[src/rtl/segc_pkg.sv]
package segc_pkg;
  localparam int ADDR_W  = 32;
  localparam int SEL_W   = 16;
  localparam int DESC_W  = 64;
  localparam int SEG_W   = 3;
  localparam int ATTR_W  = 10;
  localparam logic [7:0] GP_VEC = 8'd13;

  typedef struct packed {
    logic       p;
    logic [1:0] dpl;
    logic       s;
    logic       e;
    logic       dc;
    logic       rw;
    logic       a;
    logic       g;
    logic       d;
  } seg_attr_t;

  typedef struct packed {
    logic [ADDR_W-1:0] base;
    logic [ADDR_W-1:0] limit;
    seg_attr_t         attr;
  } seg_cache_t;
endpackage

[src/rtl/segc_desc_decode.sv]
module segc_desc_decode
  import segc_pkg::*;
(
  input  logic [DESC_W-1:0] desc,
  output seg_cache_t        dec
);
  logic [19:0] raw_lim;

  always_comb begin
    raw_lim        = {desc[51:48], desc[15:0]};
    dec.base       = {desc[63:56], desc[39:32], desc[31:16]};
    dec.attr.p     = desc[47];
    dec.attr.dpl   = desc[46:45];
    dec.attr.s     = desc[44];
    dec.attr.e     = desc[43];
    dec.attr.dc    = desc[42];
    dec.attr.rw    = desc[41];
    dec.attr.a     = desc[40];
    dec.attr.g     = desc[55];
    dec.attr.d     = desc[54];
    dec.limit      = desc[55] ? {raw_lim, 12'hFFF} : {12'h000, raw_lim};
  end
endmodule

[src/rtl/segc_bank.sv]
module segc_bank
  import segc_pkg::*;
#(
  parameter int NUM_SEG = 6,
  parameter int CODE_IDX = 0
) (
  input  logic              clk,
  input  logic              rst_n,
  input  logic              ld_fire,
  input  logic [SEG_W-1:0]  ld_seg,
  input  logic              ld_pm,
  input  logic [SEL_W-1:0]  ld_sel,
  input  seg_cache_t        ld_dec,
  input  logic [SEG_W-1:0]  rd_seg,
  output seg_cache_t        rd_data,
  output logic              rd_ok
);
  seg_cache_t cache_q [NUM_SEG];
  logic [ADDR_W-1:0] rm_base;

  assign rm_base = {{(ADDR_W-SEL_W-4){1'b0}}, ld_sel, 4'b0000};

  for (genvar i = 0; i < NUM_SEG; i++) begin : g_seg
    localparam bit IS_CODE = (i == CODE_IDX);
    logic hit;
    assign hit = ld_fire && (ld_seg == SEG_W'(i));

    always_ff @(posedge clk) begin
      if (!rst_n) begin
        cache_q[i].base  <= IS_CODE ? 32'hFFFF_0000 : '0;
        cache_q[i].limit <= 32'h0000_FFFF;
        cache_q[i].attr  <= '{p: 1'b1, dpl: 2'b00, s: 1'b1, e: IS_CODE,
                              dc: 1'b0, rw: 1'b1, a: 1'b1, g: 1'b0, d: 1'b0};
      end else if (hit) begin
        if (ld_pm) begin
          cache_q[i] <= ld_dec;
        end else begin
          cache_q[i].base   <= rm_base;
          cache_q[i].attr.a <= 1'b1;
          if (IS_CODE) begin
            cache_q[i].attr.p  <= 1'b1;
            cache_q[i].attr.s  <= 1'b1;
            cache_q[i].attr.rw <= 1'b1;
          end
        end
      end
    end


    rm_limit_kept_chk: assert property (@(posedge clk) disable iff (!rst_n)
      (hit && !ld_pm) |=> (cache_q[i].limit == $past(cache_q[i].limit)));

    rm_dsize_kept_chk: assert property (@(posedge clk) disable iff (!rst_n)
      (hit && !ld_pm) |=> (cache_q[i].attr.d == $past(cache_q[i].attr.d)));

    rm_dpl_kept_chk: assert property (@(posedge clk) disable iff (!rst_n)
      (hit && !ld_pm) |=> (cache_q[i].attr.dpl == $past(cache_q[i].attr.dpl)
                           && cache_q[i].attr.a));

    gran_low_ones_chk: assert property (@(posedge clk) disable iff (!rst_n)
      (hit && ld_pm && ld_dec.attr.g) |=> (cache_q[i].limit[11:0] == 12'hFFF));
  end

  always_comb begin
    rd_data = '0;
    rd_ok   = 1'b0;
    for (int k = 0; k < NUM_SEG; k++) begin
      if (rd_seg == SEG_W'(k)) begin
        rd_data = cache_q[k];
        rd_ok   = 1'b1;
      end
    end
  end
endmodule

[src/rtl/segc_check.sv]
module segc_check
  import segc_pkg::*;
(
  input  logic              clk,
  input  logic              rst_n,
  input  logic              chk_valid,
  output logic              chk_ready,
  input  logic [ADDR_W-1:0] chk_off,
  input  logic [1:0]        chk_size,
  input  seg_cache_t        seg,
  input  logic              seg_ok,
  output logic              rsp_valid,
  input  logic              rsp_ready,
  output logic [ADDR_W-1:0] rsp_addr,
  output logic              rsp_fault,
  output logic [7:0]        rsp_vec,
  output logic [ATTR_W-1:0] rsp_attr
);
  logic              fire;
  logic [ADDR_W:0]   last_byte;
  logic [ADDR_W:0]   span;
  logic              fault_n;

  assign chk_ready = !rsp_valid || rsp_ready;
  assign fire      = chk_valid && chk_ready;

  always_comb begin
    span      = (ADDR_W+1)'((1 << chk_size) - 1);
    last_byte = {1'b0, chk_off} + span;
    fault_n   = !seg_ok || (last_byte > {1'b0, seg.limit});
  end

  always_ff @(posedge clk) begin
    if (!rst_n) begin
      rsp_valid <= 1'b0;
      rsp_addr  <= '0;
      rsp_fault <= 1'b0;
      rsp_vec   <= '0;
      rsp_attr  <= '0;
    end else if (chk_ready) begin
      rsp_valid <= fire;
      if (fire) begin
        rsp_fault <= fault_n;
        rsp_vec   <= fault_n ? GP_VEC : 8'd0;
        rsp_addr  <= fault_n ? '0 : seg.base + chk_off;
        rsp_attr  <= seg.attr;
      end
    end
  end


  fault_zero_addr_chk: assert property (@(posedge clk) disable iff (!rst_n)
    (rsp_valid && rsp_fault) |-> (rsp_addr == '0 && rsp_vec == GP_VEC));

  rsp_hold_chk: assert property (@(posedge clk) disable iff (!rst_n)
    (rsp_valid && !rsp_ready) |=> (rsp_valid && $stable(rsp_addr)
                                   && $stable(rsp_fault) && $stable(rsp_attr)));

  stall_ready_chk: assert property (@(posedge clk) disable iff (!rst_n)
    (rsp_valid && !rsp_ready) |-> !chk_ready);
endmodule

[src/rtl/seg_cache_unit.sv]
module seg_cache_unit
  import segc_pkg::*;
#(
  parameter int NUM_SEG = 6
) (
  input  logic        clk,
  input  logic        rst_n,
  input  logic        ld_valid,
  output logic        ld_ready,
  input  logic [2:0]  ld_seg,
  input  logic        ld_pm,
  input  logic [15:0] ld_sel,
  input  logic [63:0] ld_desc,
  input  logic        chk_valid,
  output logic        chk_ready,
  input  logic [2:0]  chk_seg,
  input  logic [31:0] chk_off,
  input  logic [1:0]  chk_size,
  output logic        rsp_valid,
  input  logic        rsp_ready,
  output logic [31:0] rsp_addr,
  output logic        rsp_fault,
  output logic [7:0]  rsp_vec,
  output logic [9:0]  rsp_attr
);
  seg_cache_t dec;
  seg_cache_t rd_data;
  logic       rd_ok;

  assign ld_ready = 1'b1;

  segc_desc_decode u_dec (.desc(ld_desc), .dec(dec));

  segc_bank #(.NUM_SEG(NUM_SEG), .CODE_IDX(0)) u_bank (
    .clk(clk), .rst_n(rst_n),
    .ld_fire(ld_valid), .ld_seg(ld_seg), .ld_pm(ld_pm), .ld_sel(ld_sel),
    .ld_dec(dec), .rd_seg(chk_seg), .rd_data(rd_data), .rd_ok(rd_ok)
  );

  segc_check u_chk (
    .clk(clk), .rst_n(rst_n),
    .chk_valid(chk_valid), .chk_ready(chk_ready),
    .chk_off(chk_off), .chk_size(chk_size),
    .seg(rd_data), .seg_ok(rd_ok),
    .rsp_valid(rsp_valid), .rsp_ready(rsp_ready),
    .rsp_addr(rsp_addr), .rsp_fault(rsp_fault),
    .rsp_vec(rsp_vec), .rsp_attr(rsp_attr)
  );


  ld_always_ready_chk: assert property (@(posedge clk) disable iff (!rst_n)
    ld_valid |-> ld_ready);
endmodule

[config.mk]
export PLATFORM = sky130hd
export DESIGN_NAME = seg_cache_unit
export DESIGN_NICKNAME = d
export VERILOG_FILES = /design/src/rtl/segc_pkg.sv /design/src/rtl/segc_desc_decode.sv /design/src/rtl/segc_bank.sv /design/src/rtl/segc_check.sv /design/src/rtl/seg_cache_unit.sv
export SDC_FILE = /design/constraint.sdc
export NUM_CORES = 1
export LEC_CHECK = 0
export ABC_AREA = 0
export BUFFER_PORTS_ARGS = -buffer_cell sky130_fd_sc_hd__buf_2
export CAP_MARGIN = 30
export CORE_ASPECT_RATIO = 0.6
export CORE_UTILIZATION = 28
export CTS_BUF_LIST = sky130_fd_sc_hd__clkbuf_4
export CTS_CLUSTER_DIAMETER = 30
export DETAILED_ROUTE_END_ITERATION = 10
export GPL_TIMING_DRIVEN = 0
export PLACE_DENSITY_LB_ADDON = 0.3
export SLEW_MARGIN = 20
export SYNTH_ARGS = -nofsm -noshare
export SYNTH_HDL_FRONTEND = slang
export SYNTH_SLANG_ARGS = --single-unit
[constraint.sdc]
create_clock -name clk -period 6.75 [get_ports clk]
set_input_delay 1.35 -clock clk [delete_from_list [all_inputs] [get_ports clk]]
set_output_delay 1.35 -clock clk [all_outputs]
set_load 0.005 [all_outputs]
## Yosys cells after proc, flatten, opt, wreduce, memory -nomap -nowiden

Memories as Yosys holds them, arrays and structs flattened.
Index checks and enable logic that the tools add are counted.

| storage, ports and cells | value |
|---|---|
| bits in writable memories | 444 |
| memories | 1 |
| output and inout port bits | 54 |
| input port bits | 126 |
| word-level logic and storage cells | 131 |
| flip-flop bits (word level) | 52 |

Memory list:

| memory | depth | bits a word | rd ports | clocked after Yosys merged registers in | write ports | RTL line | text |
|---|---|---|---|---|---|---|---|
| u_bank.cache_q | 6 | 74 | 6 | 0 | 6 | segc_bank.sv:18 | `seg_cache_t cache_q [NUM_SEG];` |

| cells by class | value |
|---|---|
| shifts and indexed selects | 1 |
| mux-type cells | 75 |
| $add $sub $neg | 3 |
| bitwise operators | 21 |
| eq/ne operators | 10 |
| reduce and logical (&&, ||, !) cells | 14 |
| magnitude comparators | 1 |

Operators with widths:

| kind | number |
|---|---|
| 74-bit two-way mux | 12 |
| 32-bit two-way mux | 8 |
| 1-bit two-way mux | 54 |
| 32-bit by 33-bit adder with 33-bit output | 1 |
| 33-bit by 32-bit > comparator with 1-bit output | 1 |
| 1-bit by 2-bit left shift with 33-bit output (first input constant) | 1 |
| 33-bit by 2-bit subtractor with 33-bit output (second input constant) | 1 |
| 32-bit adder | 1 |
| 1-bit OR | 21 |
| 3-bit by 2-bit equality test with 1-bit output (second input constant) | 4 |
| 3-bit equality test (second input constant) | 4 |
| 1-bit logical AND | 7 |
| 3-bit by 1-bit equality test with 1-bit output (second input constant) | 2 |
| 3-bit logical NOT | 2 |
| 4-bit two-way mux | 1 |
| 1-bit logical NOT | 2 |
| 1-bit logical OR | 2 |
| 2-bit AND reduction | 1 |

## Depth between registers and ports, before layout

| depth | value |
|---|---|
| depth in word-level cells | 10 |
| depth in mapped cells | 24 |

## Hierarchy

From an unflattened synthesis, not the netlist that was laid out.

| second synthesis, totals | value |
|---|---|
| cell total of the unflattened synthesis | 2,339 |
| area, all modules | 27,109.8 µm² |

Modules (own cells, without submodules):

| module | area an instance (µm²) | cells an instance | times used | sequential area each (µm²) |
|---|---|---|---|---|
| segc_bank | 20,761.2 | 1,506 | 1 | 13,332.8 |
| segc_check | 5,735.5 | 754 | 1 | 880.8 |
| segc_desc_decode | 601.8 | 77 | 1 | 0.0 |
| seg_cache_unit | 11.3 | 2 | 1 | 0.0 |

## Least setup slack after synthesis

OpenSTA, ideal clock, no wires.

| timing path | value |
|---|---|
| path type | input to register |
| start point | input port chk_size[1] |
| end point | register u_chk.rsp_addr[29] |
| cell stages on the path | 24 |
| path buffers | 1 |
| setup slack | 0.958 ns |
| required time | 6.691 ns |
| arrival time | 5.733 ns |
| path through | or2_2 > ha_1 > inv_1 > ha_1 > inv_1 > fa_1 > nor2b_1 > o211ai_1 > a211oi_1 > o2111ai_1 > a21oi_1 > o211ai_1 > a2111o_1 > o211ai_1 > ha_1 > a21oi_1 > o2111a_1 > o211ai_1 > a221oi_1 > o311ai_0 > o211ai_1 > o211a_4 > buf_6 > a22o_1 |

| on the way | value |
|---|---|
| longest elaborated chain between the ends | 6 |

Ends and longest elaborated chain:

| what | RTL line | text |
|---|---|---|
| start, declared | seg_cache_unit.sv:18 | `input logic [1:0] chk_size,` |
| 1-bit by 2-bit left shift with 33-bit output | segc_check.sv:28 | `span = (ADDR_W+1)'((1 << chk_size) - 1);` |
| 33-bit by 2-bit subtractor with 33-bit output | segc_check.sv:28 |  |
| 32-bit by 33-bit adder with 33-bit output | segc_check.sv:29 | `last_byte = {1'b0, chk_off} + span;` |
| 33-bit by 32-bit > comparator with 1-bit output | segc_check.sv:30 | `fault_n = !seg_ok \|\| (last_byte > {1'b0, seg.limit});` |
| 1-bit logical OR | segc_check.sv:30 |  |
| 32-bit two-way mux | segc_check.sv:45 | `rsp_addr <= fault_n ? '0 : seg.base + chk_off;` |
| end signal, assigned | segc_check.sv:45 |  |
| end, declared | segc_check.sv:14 | `output logic [ADDR_W-1:0] rsp_addr,` |

No other way between the ends.
A chain may end at the register's enable or synchronous reset.

## Final worst setup path

| timing path | value |
|---|---|
| start point | input port chk_seg[1] |
| end point | register u_chk.rsp_addr[2] |

| on the way | value |
|---|---|
| longest elaborated chain between the ends | 10 |

Ends and longest elaborated chain:

| what | RTL line | text |
|---|---|---|
| start, declared | seg_cache_unit.sv:16 | `input logic [2:0] chk_seg,` |
| 3-bit logical NOT | segc_bank.sv:68 | `if (rd_seg == SEG_W'(k)) begin` |
| 74-bit two-way mux or 1-bit two-way mux (tied branches) (6 in a row) | segc_bank.sv:68 |  |
| 33-bit by 32-bit > comparator with 1-bit output or 1-bit logical NOT (tied branches) | segc_check.sv:30 |  |
| 1-bit logical OR | segc_check.sv:30 |  |
| 32-bit two-way mux (*) | segc_check.sv:45 |  |

Every way passes the cells marked *; elsewhere a longest branch is shown, timed or not.

==> results by group <==
Outcome
  • Status: finished clean

Power and ir drop
  • VDD IR max: 111 uV
  • Power density cells: 250 nW/um^2
  • LEAKAGE: 0.0119 uW
  • Total power: 7560 uW

Setup path
  • Crit Path Category: input pin to flop
  • R2R cell count: 13
  • Reg2reg end: u_chk.rsp_addr[2]
  • Crit-path cells: buf_2 > buf_2 > buf_1 > nor2_1 > clkbuf_1 > nand2_1 > o21ai_0 > a222oi_1 > ha_1 > a21oi_1 > o2111a_1 > o211ai_1 > a221oi_1 > o311ai_0 > o211ai_1 > o211a_4 > buf_6 > a22o_1
  • CP arrival: 7.23 ns
  • Reg2reg setup slack: 2.64 ns
  • RR Startpoint: u_bank.cache_q[0][39]
  • Max FO, Critical Path: 10
  • Req. time, crit path: 7.60 ns
  • Crit path capture type: flop
  • Max stage delay on crit path: 0.81 ns
  • Worst path slowest cell: a222oi_1
  • Timing startpoint of the critical path: chk_seg[1]
  • CP Launch Type: input pin

Floorplanning
  • Site Rows: 85
  • Core area: 90000 um^2
  • Starting Density: 28.4%
  • # IOs: 180
  • Die width: 392 um
  • Die height: 236 um
  • Die footprint: 92400 um^2

Min path
  • Hold depth: 1
  • Hold crit path type: flop to flop
  • Hold path start: u_chk.rsp_addr[9]
  • Hold EP: u_chk.rsp_addr[9]

Clocking
  • Clock-pin slew on the worst setup and hold paths: 0.07 ns
  • Clock Tree Buf Depth: 3
  • H-tree depth: 3
  • TritonCTS buffer count: 111
  • CTS tree: yes
  • CTS root buffer: clkbuf_4
  • Clock sink count: 488
  • CTS Hold Buffers Added: 0
  • Post-CTS Setup Bufs: 0
  • Worst skew pair latency: 0.97 ns

Cells and area
  • Share of cells above drive strength 1: 20.0%
  • Final nets: 2664
  • Cell area after layout: 30200 um^2
  • Fill count: 9123
  • Final core utilization: 33.6%
  • Area growth syn-to-layout: 18.3%

Synth
  • Area contributors post-synth: edfxtp_1 52%, ha_1 4.8%, a22o_1 4.7%
  • Main synth FF type: edfxtp_1
  • Post-synthesis cell area: 25500 um^2
  • Top post-synthesis cells by count: 444 x edfxtp_1, 199 x nand2_1, 138 x a22o_1, 138 x nor2_1, 122 x and2_1
  • #FFs+latches synth: 488
  • Post-synth top area share: 52.2%
  • Post-synth EDFFs: 444
  • Top cell type by total area after synthesis: edfxtp_1
  • Post-Synthesis Cells: 2119
  • Top-count cell post-synth: edfxtp_1
  • Syn_area_per_cell: 12.0 um^2
  • Yosys warning count: 0
  • Seq/Total Area, Yosys: 55.7%
  • Ys async rst share: 0%
  • Library cells used by synthesis: 70

Route
  • Drt via density: 5.32
  • Post-route ant nets: 0
  • DRC errors left: 0
  • Via Count: 20000
  • Avg WL per Cell: 25.0 um
  • Final wirelength: 93.9 mm
  • Initial DRC count: 2618
  • DR pass1 iterations: 6

STA
  • Fin. Hold Viols: 0
  • Tmin final: 6.38 ns
  • Worst hold slack: 0.480 ns
  • Setup Skew: 0.0667 ns
  • Slew HR: 24.1%
  • Setup_tns: 0 ns
  • Final Cycle Share: 94.5%
  • Slew @ Worst Pin: 1.13 ns
  • Slew Limit Fails: 0
  • Unrepaired setup endpoints after global routing: no
  • Peak Freq: 157 MHz
  • Final setup vio count: 0

Global routing
  • Antenna violations before repair: 19
  • First-pass GRT wire length: 134 mm
  • GRT Residual Overflow: 0
  • Vias in the first global route: 19300
  • Largest net degree at the start of global routing: 39
  • GRT Resource Usage Total: 20.0%

Placement
  • Final Wtd Congestion: 0.883
  • Placed wire-length estimate: 70.8 mm
  • Buffers added on ports: 168
  • DP Area: 28600 um^2

Job
  • Max Cap Viol: 0
[area by class of cell]
class / count / area [um^2] / share of cell area (%)
Timing Repair Buffer: 202 / 1440 / 4.75
Clock inverter: 29 / 229 / 0.758
Inverter: 59 / 221 / 0.733
Multi-Input combinational cell: 1442 / 10600 / 35.2
Tap cell: 1218 / 1520 / 5.05
Clock buffer: 180 / 1350 / 4.47
Antenna cell: 7 / 17.5 / 0.0580
Buffer: 134 / 583 / 1.93
Sequential cell: 488 / 14200 / 47.1
[logic make-up (layout without fill, tap and decap cells)]
family	count (synthesis)	count (layout)	share of synthesized area, %
other	2	13	0.0294
buffers and inverters	193	604	3.14
XOR/XNOR	52	52	1.78
adder cells (fa/ha/maj)	100	100	4.96
multiplexers	137	137	7.72
flip-flops	488	488	55.7
AO/OA/AOI/OAI	477	477	13.7
AND/OR/NAND/NOR	670	670	13.0
[through the flow]
stage / worst slack (ns) / cells
3_3_place_gp: -2.66 / 3509
4_1_cts: 0.520 / 3751
2_1_floorplan: 0.958 / 2123
6_report: 0.372 / 3759
5_1_grt: 0.0866 / 3756
3_5_place_dp: -0.520 / 3542
[worst max path at each step]
stage	end	cells after the start	slack, ns
2_1_floorplan	u_chk.rsp_addr[29]	24	0.96
3_3_place_gp	u_bank.cache_q[1][112]	4	-2.66
3_5_place_dp	u_chk.rsp_vec[2]	24	-0.52
4_1_cts	u_chk.rsp_addr[1]	25	0.52
5_1_grt	u_chk.rsp_addr[2]	25	0.09
6_report	u_chk.rsp_addr[2]	18	0.37
[critical path, delay by kind of cell]
kind	cells	cell delay, ns
AO/OA/AOI/OAI	10	2.96
adder cells (fa/ha/maj)	1	0.38
buffers and inverters	5	1.84
AND/OR/NAND/NOR	2	0.70
[cells in the final DEF, fill, tap and decap left out, types with 35 or more instances in the layout]
cell type,instances
mux4_2,48
a21o_1,35
a21oi_1,97
and2_1,119
mux2i_1,89
inv_1,58
clkbuf_1,90
nor2_1,138
and3_1,92
a22o_1,138
clkbuf_4,180
xnor2_1,39
edfxtp_1,444
dfxtp_1,44
buf_2,187
ha_1,98
nand2_1,196
o21ai_0,67
[routing by layer]
metal	track usage, %	wire (um)
met1	31.1	43300
met2	27.1	37800
met3	5.35	11500
met4	4.38	1310
met5	0	68
[where the power goes]
| group | internal [uW] | switching [uW] | total (uW) |
|---|---|---|---|
| logic | 508 | 829 | 1340 |
| registers | 3500 | 64.7 | 3560 |
| clock network | 1360 | 1300 | 2660 |
[timing repair]
| action | 4_1_cts | 5_1_grt |
|---|---|---|
| resized for setup | 0 | 2 |
| hold endpoints to repair | 0 | 0 |
| setup endpoints to repair | 0 | 19 |
[registers in the layout, summed over array words and instances, names as in the netlist]
name             count
u_chk.rsp_attr      10
u_chk.rsp_valid      1
u_chk.rsp_vec        1
u_bank.cache_q     444
u_chk.rsp_addr      32
(Power assumes the default switching activity.)
